[config.mk]
export PLATFORM = sky130hd
export DESIGN_NAME = vtn_mask_unit
export DESIGN_NICKNAME = d
export VERILOG_FILES = /design/src/rtl/vtn_pkg.sv /design/src/rtl/vtn_lane_enable.sv /design/src/rtl/vtn_lane_test.sv /design/src/rtl/vtn_out_ctrl.sv /design/src/rtl/vtn_mask_unit.sv
export SDC_FILE = /design/constraint.sdc
export NUM_CORES = 1
export LEC_CHECK = 0
export ABC_AREA = 1
export CAP_MARGIN = 10
export CORE_AREA = 4 4 408 410
export CTS_BUF_LIST = sky130_fd_sc_hd__clkbuf_4
export DETAILED_ROUTE_END_ITERATION = 7
export DIE_AREA = 0 0 412 414
export GPL_ROUTABILITY_DRIVEN = 0
export PLACE_DENSITY = 0.31
export SLEW_MARGIN = 20
export SYNTH_ARGS = -nofsm -noshare
export SYNTH_HDL_FRONTEND = slang
export SYNTH_SLANG_ARGS = --single-unit
export TNS_END_PERCENT = 50
[constraint.sdc]
create_clock -name clk -period 2.15 [get_ports clk]
set_input_delay 0.3225 -clock clk [delete_from_list [all_inputs] [get_ports clk]]
set_output_delay 0.3225 -clock clk [all_outputs]
set_load 0.05 [all_outputs]
[src/rtl/vtn_pkg.sv]
package vtn_pkg;
    parameter int LANE_W    = 64;
    parameter int MAX_LANES = 8;
    localparam int VEC_W    = LANE_W * MAX_LANES;

    typedef enum logic [1:0] {
        LEN_128  = 2'b00,
        LEN_256  = 2'b01,
        LEN_512  = 2'b10,
        LEN_RSVD = 2'b11
    } len_sel_e;

    typedef enum logic {
        ST_IDLE = 1'b0,
        ST_SHOW = 1'b1
    } out_state_e;
endpackage

[src/rtl/vtn_lane_enable.sv]
module vtn_lane_enable
    import vtn_pkg::*;
#(
    parameter int N_LANES = MAX_LANES
) (
    input  logic [1:0]         len_sel,
    input  logic               mask_en,
    input  logic [N_LANES-1:0] wmask,
    output logic [N_LANES-1:0] lane_en
);
    localparam int CNT_W = $clog2(N_LANES + 1);

    logic [CNT_W-1:0]   active_cnt;
    logic [N_LANES-1:0] in_len;
    logic [N_LANES-1:0] wm_eff;

    // Active lane count from the length code; the reserved code enables nothing.
    always_comb begin
        unique case (len_sel)
            LEN_128:  active_cnt = CNT_W'(2);
            LEN_256:  active_cnt = CNT_W'(4);
            LEN_512:  active_cnt = CNT_W'(8);
            default:  active_cnt = '0;
        endcase
    end

    for (genvar g = 0; g < N_LANES; g++) begin : g_len
        assign in_len[g] = (CNT_W'(g) < active_cnt);
    end

    // Unmasked form behaves as an all-ones write-mask.
    assign wm_eff  = mask_en ? wmask : '1;
    assign lane_en = in_len & wm_eff;
endmodule

[src/rtl/vtn_lane_test.sv]
module vtn_lane_test
    import vtn_pkg::*;
#(
    parameter int W = LANE_W
) (
    input  logic [W-1:0] a,
    input  logic [W-1:0] b,
    input  logic         en,
    output logic         hit
);
    logic [W-1:0] a_g;
    logic [W-1:0] b_g;

    // Gate operands first so a disabled lane's data never reaches the reduction.
    assign a_g = en ? a : '0;
    assign b_g = en ? b : '0;
    assign hit = en & ~(|(a_g & b_g));
endmodule

[src/rtl/vtn_out_ctrl.sv]
module vtn_out_ctrl
    import vtn_pkg::*;
#(
    parameter int N_LANES = MAX_LANES
) (
    input  logic               clk,
    input  logic               rst,
    input  logic               in_valid,
    input  logic [N_LANES-1:0] mask_next,
    output logic               out_valid,
    output logic [N_LANES-1:0] out_mask
);
    out_state_e state_q;
    out_state_e state_d;

    always_comb begin
        state_d = state_q;
        unique case (state_q)
            ST_IDLE: state_d = in_valid ? ST_SHOW : ST_IDLE;
            ST_SHOW: state_d = in_valid ? ST_SHOW : ST_IDLE;
            default: state_d = ST_IDLE;
        endcase
    end

    always_ff @(posedge clk) begin
        if (rst) state_q <= ST_IDLE;
        else     state_q <= state_d;
    end

    always_ff @(posedge clk) begin
        if (rst)           out_mask <= '0;
        else if (in_valid) out_mask <= mask_next;
    end

    assign out_valid = (state_q == ST_SHOW);
endmodule

[src/rtl/vtn_mask_unit.sv]
module vtn_mask_unit
    import vtn_pkg::*;
(
    input  logic             clk,
    input  logic             rst,
    input  logic             in_valid,
    input  logic [1:0]       len_sel,
    input  logic             mask_en,
    input  logic [7:0]       wmask,
    input  logic             bcast,
    input  logic [511:0]     opa,
    input  logic [511:0]     opb,
    output logic             out_valid,
    output logic [7:0]       out_mask
);
    localparam int NL = MAX_LANES;
    localparam int LW = LANE_W;

    logic [NL-1:0] lane_en;
    logic [NL-1:0] lane_hit;

    vtn_lane_enable #(.N_LANES(NL)) u_en (
        .len_sel (len_sel),
        .mask_en (mask_en),
        .wmask   (wmask),
        .lane_en (lane_en)
    );

    for (genvar g = 0; g < NL; g++) begin : g_lane
        logic [LW-1:0] b_sel;
        assign b_sel = bcast ? opb[LW-1:0] : opb[g*LW +: LW];

        vtn_lane_test #(.W(LW)) u_test (
            .a   (opa[g*LW +: LW]),
            .b   (b_sel),
            .en  (lane_en[g]),
            .hit (lane_hit[g])
        );
    end

    vtn_out_ctrl #(.N_LANES(NL)) u_out (
        .clk       (clk),
        .rst       (rst),
        .in_valid  (in_valid),
        .mask_next (lane_hit),
        .out_valid (out_valid),
        .out_mask  (out_mask)
    );
endmodule

* Yosys cells after proc, flatten, opt, wreduce, memory -nomap -nowiden *
Index checks and enable logic that the tools add are counted.

word-level totals
  bits in registers = 9
  input bits = 1,039

cells by class
  order comparisons = 8
  equal/unequal tests = 2
  mux-type cells = 26
  bitwise logic cells = 25
  reduce and logical (&&, ||, !) cells = 9

operators by type and width
  cell                                                                  number
  64-bit 2-to-1 mux                                                     23
  64-bit bitwise AND                                                    8
  64-bit OR reduction                                                   8
  3-bit by 4-bit < comparator with 1-bit output (first input constant)  4
  4-bit one-hot mux with 3 select lines                                 1
  1-bit bitwise AND                                                     8
  8-bit bitwise AND                                                     1
  1-bit by 4-bit < comparator with 1-bit output (first input constant)  2
  2-bit by 4-bit < comparator with 1-bit output (first input constant)  2
  8-bit 2-to-1 mux                                                      1
  1-bit NOT                                                             8
  2-bit by 1-bit == test with 1-bit output (second input constant)      1
  2-bit == test (second input constant)                                 1
  2-bit logical NOT                                                     1
  1-bit 2-to-1 mux                                                      1

* Logic depth before layout (Yosys ltp) *
Gate-level depths: netlist (run 1).

  depth in word-level cells = 9
  gate-level depth with buffers = 14

* Hierarchy *
From an unflattened synthesis (run 1), not the netlist that was laid out.

unflattened totals
  cells, all modules = 2,084
  area, all modules = 8,715.9 sq um

modules (own cells, without submodules)
  module           times used  cells each  area an instance (sq um)  sequential area each (sq um)
  vtn_mask_unit    1           1,017       4,455.5                   0.0
  vtn_lane_test    8           124         473.0                     0.0
  vtn_out_ctrl     1           54          369.1                     180.2
  vtn_lane_enable  1           21          107.6                     0.0

* Worst setup path after synthesis (run 1) *
OpenSTA, ideal clock, no wires.

  path type = input -> register
  from = in bcast
  to = reg u_out.out_mask[1]
  data arrival time = 1.347 ns
  data required time = 2.080 ns
  path slack = 0.733 ns
  cell stages on the path = 11
  buffers on the path = 2
  cell sequence = buf_6 buf_2 nand2_1 nand2_1 nand2_1 nand2_1 nor3_1 nand3_1 nor2_1 nand2_1 a21oi_1

on the way
  word-level cells in the longest chain between the ends = 6

RTL lines
  what                  line                 RTL
  from (decl)           vtn_mask_unit.sv:10  input logic bcast,
  64-bit 2-to-1 mux     vtn_mask_unit.sv:31  assign b_sel = bcast ? opb[LW-1:0] : opb[g*LW +: LW];
  64-bit 2-to-1 mux     vtn_lane_test.sv:16  assign b_g = en ? b : '0;
  64-bit bitwise AND    vtn_lane_test.sv:17  assign hit = en & ~(|(a_g & b_g));
  64-bit OR reduction   vtn_lane_test.sv:17
  1-bit NOT             vtn_lane_test.sv:17
  1-bit bitwise AND     vtn_lane_test.sv:17
  to (signal assigned)  vtn_out_ctrl.sv:32   else if (in_valid) out_mask <= mask_next;
  to (decl)             vtn_out_ctrl.sv:11   output logic [N_LANES-1:0] out_mask

Every way passes these cells.
A chain may end at the register's enable or synchronous reset.

* Worst setup path after layout (run 1) *
  from = in bcast
  to = reg u_out.out_mask[5]

Same word-level chain as after synthesis.

==> impl_metrics.csv, run 1 <==
group,metric,value,unit
global_route,grt_max_degree,45,
routing,drc_errors,0,
power_and_ir_drop,power_density,221.1,nW/um^2
placement,hpwlAfterDp,160700,um
finish,syn_to_final_growth,207.6,%
sta,fmax,466.0,MHz
global_route,grtUsageTotal,19.07,%
sta,setup_viol_count_final,0,
run,max_cap_viol_count,0,
synth,synthCells,1857,
clocking,cts_root_buffer,"clkbuf_4",
worst_setup_path,worstPathArrival,2410,ps
sta,fin_worst_skew,0,ps
floorplanning,dieArea,170600,um^2
worst_setup_path,worst-path-max-fanout,15,
placement,place_inst,5290,
worst_setup_path,endpoint_kind,"flop",
worst_setup_path,cp_common_cell,"nand2_1",
floorplanning,dieWidth,412,um
worst_setup_path,path_delay_family,"simple AND/OR/NAND/NOR gates",
sta,post-route-period-util,99.81,%
power_and_ir_drop,leakage,10.61,nW
routing,routed_wl,170400,um
sta,rsz0062_at_grt,"true",
global_route,grt_pass1_vias,18155,
sta,totalNegativeSetupSlack,0,ps
routing,first_iter_violations,1473,
finish,layout.nets,4162,
routing,ant_nets,0,
synth,syn-num-nets,2898,
synth,synth_seq_cells,9,
worst_setup_path,cp_slowest_stage_delay,280,ps
routing,via_count,18217,
clocking,numCtsBuffers,3,
clocking,clockBufferDepth,2,
worst_setup_path,crit_chain,"buf_6, buf_12, buf_4, nand2_2, nand2_1, nand2_1, nand4_1, nor2_2, nand2_1, nor2_1, nand2_1, a21oi_1",
finish,nFillCells,19050,
global_route,grt_pass1_wl,208100,um
synth,netlist-cell-type-count,19,
clocking,cts_tree,"yes",
worst_setup_path,critPathKind,"in -> reg",
sta,min_period,2146,ps
global_route,grt_overflow,0,
sta,hold_viol,0,
power_and_ir_drop,total_power,0.005230,W
worst_setup_path,critPathSlowestCell,"nor2_2",
global_route,antenna_found_initial,243,
synth,syn_avg_cell_area,4.141,um^2
finish,drive_above_1_share,11.31,%
finish,instances_no_fill,5393,
sta,worst_pin_slew,539.5,ps
clocking,cts_sinks,9,
worst_setup_path,worstSetupStartpointType,"input port",
routing,vias_per_cell,3.378,
clocking,clock_latency,350,ps
placement,portBuffers,1047,
floorplanning,ios,1048,
floorplanning,rows,148,
floorplanning,start_util,4.735,%
sta,holdWs,493.6,ps
power_and_ir_drop,peakVddDrop,107.5,uV
clocking,h-tree-depth,1,
run_status,status,"completed",
routing,first_pass_iters,6,
clocking,path_clk_slew,100,ps
routing,wl_per_cell,31.59,um
synth,ys_seq_area_share,2.343,%
floorplanning,core-area,162400,um^2
synth,synth_warnings,0,
sta,drv_slew,0,
worst_setup_path,cp_num_buf_inv,3,
min_path,hp-class,"reg -> reg",
sta,slew_headroom,63.93,%
worst_setup_path,crit_required,2410,ps
synth,syn_area,7690,um^2
floorplanning,die_height,414,um
[registers in the layout, indices dropped and copies added, names as in the netlist]
name             count
u_out.out_mask       8
u_out.out_valid      1
[cells in the mapped netlist, drive strengths merged]
cell    count  area (um^2)
nand3       9        45.04
nand2    1513         5679
buf        51        329.1
nor2      110        412.9
nand4      75        469.2
inv         7        26.27
or2         1        6.260
a22o       14        122.6
clkinv      1        3.750
ha          2        25.02
a21boi     28        210.2
dfxtp       9        180.2
a21oi      14        70.07
a211oi      1        7.510
clkbuf      6        22.52
nor3       16        80.08
[report_power, final]
part	internal [W]	switching, W	total [W]
clock	0.0000856	0.000135	0.000221
sequential	0.000168	0.000000327	0.000168
combinational	0.00262	0.00222	0.00484
[kinds of logic (layout without fill, tap and decap cells)]
family / count (synthesis) / count (layout) / share of synthesized area (%)
buffers and inverters: 65 / 1328 / 4.962
other: 0 / 98 / 0
AO/OA/AOI/OAI: 57 / 57 / 5.337
AND/OR/NAND/NOR: 1724 / 1724 / 87.03
flip-flops: 9 / 9 / 2.343
adder cells (fa/ha/maj): 2 / 2 / 0.3254
[tightest hold or removal path: cells and delay by family (launching register included)]
family | cells | cell delay (ps)
AO/OA/AOI/OAI | 1 | 60
flip-flops | 1 | 330
AND/OR/NAND/NOR | 1 | 60
[worst paths after layout]
check	from	to	slack (ps)	cells past startpoint
min reg2reg	u_out.out_mask[5]	u_out.out_mask[5]	490	2
max reg2reg	u_out.out_mask[3]	u_out.out_mask[3]	1300	2
min	u_out.out_mask[5]	u_out.out_mask[5]	490	2
max	bcast	u_out.out_mask[5]	4	12
[layout by cell type, fill, tap and decap left out, drive strengths merged, types with 3 or more instances in the layout]
cell type,count
a22o,14
clkbuf,5
clkdlybuf4s50,1032
nand2,1513
a21boi,28
nor3,16
inv,7
diode,98
nand4,75
dfxtp,9
buf,278
a21oi,14
nor2,110
dlymetal6s2s,3
nand3,9
[metal layers]
metal | vias to the layer above | track usage [%] | part of all wire, %
met1 | 8281 | 20.83 | 37
met4 | 130 | 4.352 | 3.1
met3 | 386 | 7.609 | 9.6
met5 | - | 0 | 0.51
li1 | 8444 | - | -
met2 | 976 | 34.34 | 50
[what timing repair did]
item,in CTS,in global routing
pin swaps,8,23
setup buffers,0,1
cloned,0,1
hold buffers,0,0
resized for setup,55,41
hold endpoints to repair,0,0
setup endpoints to repair,8,7
[through the flow]
stage | utilization (%) | cell area, um^2 | setup slack [ps]
floorplan | - | 7690 | 732.8
global placement | 14.20 | 23060 | -926.3
detailed placement | 14.20 | 23060 | -935.9
CTS | 14.31 | 23240 | -8.390
global route | 14.47 | 23500 | -21.54
finish | 14.56 | 23650 | 4.026
[area by class of cell]
class,instances,area [um^2],area share [%]
clock buffers,4,30.03,0.1270
diodes,98,245.2,1.037
multi-input cells,1783,7370,31.16
well taps,2175,2721,11.51
repair buffers,1316,13070,55.25
flip-flops and latches,9,180.2,0.7617
inverters,8,37.54,0.1587
Note: power is estimated with default switching activity, not from simulation.
==> inputs of run 2 (changes only) <==
--- a/config.mk
+++ b/config.mk
@@ -7,10 +7,10 @@
 export LEC_CHECK = 0
 export ABC_AREA = 1
 export CAP_MARGIN = 10
-export CORE_AREA = 4 4 408 410
+export CORE_AREA = 4 4 411 413
 export CTS_BUF_LIST = sky130_fd_sc_hd__clkbuf_4
 export DETAILED_ROUTE_END_ITERATION = 7
-export DIE_AREA = 0 0 412 414
+export DIE_AREA = 0 0 415 417
 export GPL_ROUTABILITY_DRIVEN = 0
 export PLACE_DENSITY = 0.31
 export SLEW_MARGIN = 20
==> constraint.sdc (replaced) <==
create_clock -name clk -period 2.43 [get_ports clk]
set_input_delay 0.3645 -clock clk [delete_from_list [all_inputs] [get_ports clk]]
set_output_delay 0.3645 -clock clk [all_outputs]
set_load 0.05 [all_outputs]
==> impl_metrics.csv, run 2 (same netlist as run 1, synthesis figures left out) <==
group,metric,value,unit
sta,worst_pin_slew,931.0,ps
global_route,grt_pass1_vias,17382,
worst_setup_path,critPathSlowestCell,"clkdlybuf4s50_1",
clocking,numCtsBuffers,3,
routing,ant_nets,0,
sta,post-route-period-util,97.58,%
finish,mostFrequentLayoutCells,"nand2_1, clkdlybuf4s50_1, buf_4, nor2_1, nand4_1",
worst_setup_path,reg2regPathDepth,2,
finish,final_common_cell,"nand2_1",
power_and_ir_drop,power_density,191.1,nW/um^2
floorplanning,die_height,417,um
placement,hpwlAfterDp,145500,um
clocking,cts_tree,"yes",
power_and_ir_drop,p_int,0.002461,W
worst_setup_path,r2r_setup_slack,1500,ps
min_path,hp-class,"reg -> reg",
run,max_cap_viol_count,0,
placement,portBuffers,1047,
global_route,grt_pass1_wl,191800,um
worst_setup_path,crit_chain,"clkdlybuf4s50_1, buf_4, nand2_1, buf_12, nand2_1, nand2_1, nand4_1, nor2_1, buf_4, nand2_1, nor2_1, buf_4, nand2_1, a21oi_1",
clocking,cts_root_buffer,"clkbuf_4",
placement,postPlaceCellArea,22770,um^2
sta,hold_viol,0,
routing,first_iter_violations,1179,
sta,setup_viol_count_final,0,
power_and_ir_drop,leakage,10.36,nW
floorplanning,core-area,164800,um^2
global_route,grt_overflow,0,
sta,fmax,421.7,MHz
floorplanning,dieArea,173100,um^2
sta,fin_worst_skew,0,ps
finish,nFillCells,19386,
power_and_ir_drop,sw_frac_of_total,43.94,%
worst_setup_path,worstSetupStartpointType,"input port",
routing,via_count,17109,
floorplanning,ios,1048,
worst_setup_path,cp_common_cell,"nand2_1",
sta,min_period,2371,ps
power_and_ir_drop,peakVddDrop,94.23,uV
finish,layout.nets,4124,
power_and_ir_drop,power_frac_seq,3.4,%
global_route,grt_max_degree,85,
clocking,path_clk_slew,120,ps
sta,slew_headroom,37.74,%
global_route,grtUsageTotal,17.10,%
finish,top_register,"u_out.out_mask",
worst_setup_path,worstPathArrival,2630,ps
power_and_ir_drop,share_comb_of_total_power,92.3,%
clocking,h-tree-depth,1,
finish,final_area,22970,um^2
routing,routed_wl,155800,um
sta,timing.final.ws_setup,58.84,ps
sta,drv_slew,0,
power_and_ir_drop,p_sw,0.001929,W
worst_setup_path,worst-path-max-fanout,7,
routing,first_pass_iters,7,
floorplanning,rows,149,
global_route,antenna_found_initial,137,
run_status,violations,"design-rule violations",
routing,wl_per_cell,29.33,um
placement,dp_slack,-947.0,ps
finish,syn_to_final_growth,198.7,%
floorplanning,dieWidth,415,um
finish,drive_above_1_share,8.598,%
worst_setup_path,crit_required,2680,ps
finish,seqCellArea,180.2,um^2
finish,largest_register_ff_count,8,
floorplanning,start_util,4.666,%
sta,rsz0062_at_grt,"true",
routing,vias_per_cell,3.221,
worst_setup_path,endpoint_kind,"flop",
finish,multi_input_area,7201,um^2
clocking,cts_sinks,9,
worst_setup_path,cp_slowest_stage_delay,420,ps
clocking,post_cts_buffers,0,
clocking,clock_latency,330,ps
run_status,status,"finished with violations",
power_and_ir_drop,p_clk_share,4.3,%
routing,drc_errors,8,
worst_setup_path,critPathKind,"in -> reg",
min_path,holdPathStages,2,
clocking,clockBufferDepth,2,
## run 2: stage by stage
step	hold WS, ps	setup TNS [ps]	std cells	total power [W]	util (%)
floorplan	561.7	0	1857	0.001142	-
global placement	474.7	-4894	5268	0.004312	13.82
detailed placement	473.0	-4592	5268	0.004286	13.82
CTS	492.6	0	5272	0.004541	13.87
global route	538.6	-7.148	5275	0.004749	13.88
finish	482.9	0	5312	0.004390	13.94
## run 2: final timing paths
path	start	to
min	u_out.out_mask[2]	u_out.out_mask[2]
max reg2reg	u_out.out_mask[4]	u_out.out_mask[4]
max	opb[21]	u_out.out_mask[3]
min reg2reg	u_out.out_mask[2]	u_out.out_mask[2]
## run 2: power groups by stage
| stage | sequential, W | clock [W] | combinational [W] |
|---|---|---|---|
| 2_1_floorplan | 0.000155 | 0 | 0.000987 |
| 3_3_place_gp | 0.000153 | 0 | 0.00416 |
| 4_1_cts | 0.000149 | 0.000220 | 0.00417 |
| 5_1_grt | 0.000149 | 0.000220 | 0.00438 |
| 6_report | 0.000149 | 0.000189 | 0.00405 |
| 3_5_place_dp | 0.000152 | 0 | 0.00413 |
## run 2: cell type report
type,instances,area share (%)
inverter,8,0.1634
tap,2189,11.92
multi-input combinational,1783,31.35
clock buffer,4,0.1307
sequential,9,0.7843
antenna,41,0.4466
timing repair buffer,1278,55.21
## run 2: per-layer routing
layer	vias up	GRT usage (%)	share of wire, %
met2	791	32.95	53
met1	7815	19.06	38
li1	8279	-	-
met3	170	5.142	8.0
met5	-	0	0.23
met4	54	1.228	0.86
## run 2: repair_timing
action,CTS,global route
resized for setup,19,5
hold buffers,0,0
setup endpoints to repair,7,5
## run 2: critical path, delay by kind of cell
kind	cells	cell delay, ps
buffers and inverters	5	1050
and+or+nand+nor	8	1060
AOI/OAI and AO/OA	1	130
==> inputs of run 3 (changes only) <==
--- a/config.mk
+++ b/config.mk
@@ -6,15 +6,17 @@
 export NUM_CORES = 1
 export LEC_CHECK = 0
 export ABC_AREA = 1
+export ABC_CLOCK_PERIOD_IN_PS = 2430
 export CAP_MARGIN = 10
-export CORE_AREA = 4 4 411 413
+export CORE_AREA = 4 4 409 411
 export CTS_BUF_LIST = sky130_fd_sc_hd__clkbuf_4
 export DETAILED_ROUTE_END_ITERATION = 7
-export DIE_AREA = 0 0 415 417
+export DIE_AREA = 0 0 413 415
 export GPL_ROUTABILITY_DRIVEN = 0
 export PLACE_DENSITY = 0.31
 export SLEW_MARGIN = 20
 export SYNTH_ARGS = -nofsm -noshare
 export SYNTH_HDL_FRONTEND = slang
+export SYNTH_HIERARCHICAL = 1
 export SYNTH_SLANG_ARGS = --single-unit
 export TNS_END_PERCENT = 50
==> impl_metrics.csv, run 3 <==
group,metric,value,unit
synth,synth_warnings,6,
floorplanning,ios,1048,
power_and_ir_drop,sw_frac_of_total,44.90,%
placement,hpwlAfterDp,135300,um
sta,fmax,422.4,MHz
power_and_ir_drop,p_clk_share,4.2,%
global_route,grt_pass1_vias,17818,
power_and_ir_drop,power_density,192.8,nW/um^2
placement,dp_slack,-671.1,ps
routing,first_iter_violations,1163,
worst_setup_path,worst-path-max-fanout,3,
global_route,grt_pass1_wl,179600,um
run_status,status,"completed",
synth,ys_seq_area_share,2.067,%
clocking,path_clk_slew,120,ps
sta,timing.final.ws_setup,62.31,ps
clocking,cts_root_buffer,"clkbuf_4",
routing,vias_per_cell,3.142,
sta,holdWs,491.3,ps
global_route,grt_overflow,0,
synth,netlist_top_cells_area,"nand2_1, nor2_1, buf_6",
routing,drc_errors,0,
clocking,clock_latency,330,ps
routing,wl_per_cell,26.20,um
finish,final_common_cell,"nand2_1",
worst_setup_path,critPathKind,"in -> reg",
sta,slew_headroom,45.29,%
worst_setup_path,worstSetupStartpointType,"input port",
sta,drv_slew,0,
placement,portBuffers,1047,
run,max_cap_viol_count,0,
clocking,numCtsBuffers,3,
sta,min_period,2368,ps
sta,setup_viol_count_final,0,
power_and_ir_drop,share_comb_of_total_power,92.2,%
synth,synthArstFlopShare,0,%
power_and_ir_drop,p_int,0.002527,W
power_and_ir_drop,p_sw,0.002059,W
power_and_ir_drop,leakage,11.44,nW
finish,layout.nets,4349,
sta,post-route-period-util,97.44,%
routing,routed_wl,145100,um
synth,synth_seq_cells,9,
clocking,cts_sinks,9,
sta,rsz0062_at_grt,"false",
finish,largest_register_ff_count,8,
synth,syn-num-nets,3125,
worst_setup_path,worstPathArrival,2660,ps
min_path,hp-class,"reg -> reg",
global_route,grtUsageTotal,16.05,%
routing,via_count,17401,
power_and_ir_drop,peakVddDrop,68.44,uV
sta,hold_viol,0,
synth,netlist-cell-type-count,17,
synth,ys_dominant_reg_cell,"dfxtp_1",
floorplanning,start_util,5.313,%
finish,syn_to_final_growth,172.9,%
routing,first_pass_iters,5,
finish,nFillCells,19349,
finish,drive_above_1_share,9.676,%
floorplanning,core-area,164100,um^2
floorplanning,dieWidth,413,um
clocking,cts_tree,"yes",
synth,synth_most_common_cell,"nand2_1",
sta,worst_pin_slew,818.0,ps
routing,ant_nets,0,
synth,yosys-top-cells-count,"nand2_1, nor2_1, buf_6",
floorplanning,dieArea,171400,um^2
synth,yosys.area.top_type,"nand2_1",
synth,synthCells,2084,
synth,synth-edff-count,0,
synth,syn_area,8716,um^2
floorplanning,die_height,415,um
finish,mostFrequentLayoutCells,"nand2_1, clkdlybuf4s50_1, buf_4, nor2_1, buf_12",
global_route,grt_max_degree,44,
finish,top_register,"u_out/out_mask",
synth,synth_top_area_share,74.63,%
power_and_ir_drop,power_frac_seq,3.6,%
worst_setup_path,endpoint_kind,"flop",
clocking,h-tree-depth,1,
global_route,antenna_found_initial,118,
sta,fin_worst_skew,0,ps
clocking,post_cts_buffers,0,
clocking,clockBufferDepth,2,
synth,syn_avg_cell_area,4.182,um^2
floorplanning,rows,149,
worst_setup_path,crit_required,2720,ps
==> run 3: cell count changes after synthesis, moves of 14 or more <==
cell	before	now
a21boi_0	28	0
a22o_1	14	0
buf_2	38	3
buf_6	12	52
nand2_1	1513	1733
nand2_2	0	31
nand2_4	0	20
nand4_1	75	8
nor2_1	110	168
nor3_1	16	0
==> run 3: power by group through the flow <==
stage	clock network, W	registers, W	logic (W)
finish	0.000194	0.000165	0.00423
global route	0.000213	0.000167	0.00459
CTS	0.000215	0.000168	0.00431
detailed placement	0	0.000171	0.00428
global placement	0	0.000171	0.00431
floorplan	0	0.000187	0.00119
==> run 3: path summary, 6_finish.rpt <==
path / from / end / slack [ps] / depth (start not counted)
worst max-delay path: opb[47] / u_out/out_mask[3] / 60 / 16
worst min-delay path: u_out/out_mask[1] / u_out/out_mask[1] / 490 / 2
worst max register to register: u_out/out_mask[5] / u_out/out_mask[5] / 1690 / 2
worst min register to register: u_out/out_mask[1] / u_out/out_mask[1] / 490 / 2
==> run 3: area by class of cell <==
cell class | instances | area, um^2 | area share (%)
Multi-Input combinational cell | 1995 | 7884 | 33.14
Sequential cell | 9 | 180.2 | 0.7575
Timing Repair Buffer | 1278 | 12760 | 53.64
Inverter | 21 | 86.33 | 0.3629
Tap cell | 2189 | 2739 | 11.51
Clock buffer | 4 | 30.03 | 0.1262
Antenna cell | 43 | 107.6 | 0.4524
==> run 3: critical path, stage by stage <==
cell and delay [ps]:
clkdlybuf4s50_1 570, nand2_2 150, buf_4 130, nand2_1 50, nand2_1 60, nand2_1 50, nor2_1 250, nand2_1 170
nor2_4 220, buf_4 160, nand2_2 110, nor2_1 130, inv_1 40, nand2_1 50, nand2_1 50, nor2_1 90
==> run 3: timing repair <==
item	4_1_cts	5_1_grt
resized for setup	13	20
hold buffers	0	0
hold endpoints to repair	0	0
pin swaps	1	1
setup endpoints to repair	5	6
==> run 3: per-stage QoR <==
stage / instance area (um^2) / instances / total power [W] / util (%) / setup TNS (ps)
finish: 23790 / 5539 / 0.004586 / 14.50 / 0
global route: 23720 / 5513 / 0.004972 / 14.46 / 0
CTS: 23620 / 5497 / 0.004696 / 14.40 / 0
detailed placement: 23550 / 5493 / 0.004450 / 14.36 / -3377
global placement: 23550 / 5493 / 0.004478 / 14.36 / -3702
floorplan: 8716 / 2084 / 0.001375 / - / 0
==> run 3: cell families (layout without fill, tap and decap cells) <==
logic type	Yosys count	in the layout	share of synthesized area (%)
AO/OA/AOI/OAI	8	8	0.4594
adder cells (fa/ha/maj)	2	2	0.2871
buffers and inverters	80	1303	8.369
flip-flops	9	9	2.067
other	0	43	0
AND/OR/NAND/NOR	1985	1985	88.82
==> run 3: routing by layer <==
layer / share of wire, % / vias to the layer above / GRT usage [%]
met5: 0.31 / - / 0
met4: 1.2 / 74 / 3.284
met3: 9.1 / 173 / 5.518
li1: - / 8751 / -
met1: 41 / 7673 / 19.60
met2: 48 / 730 / 27.18
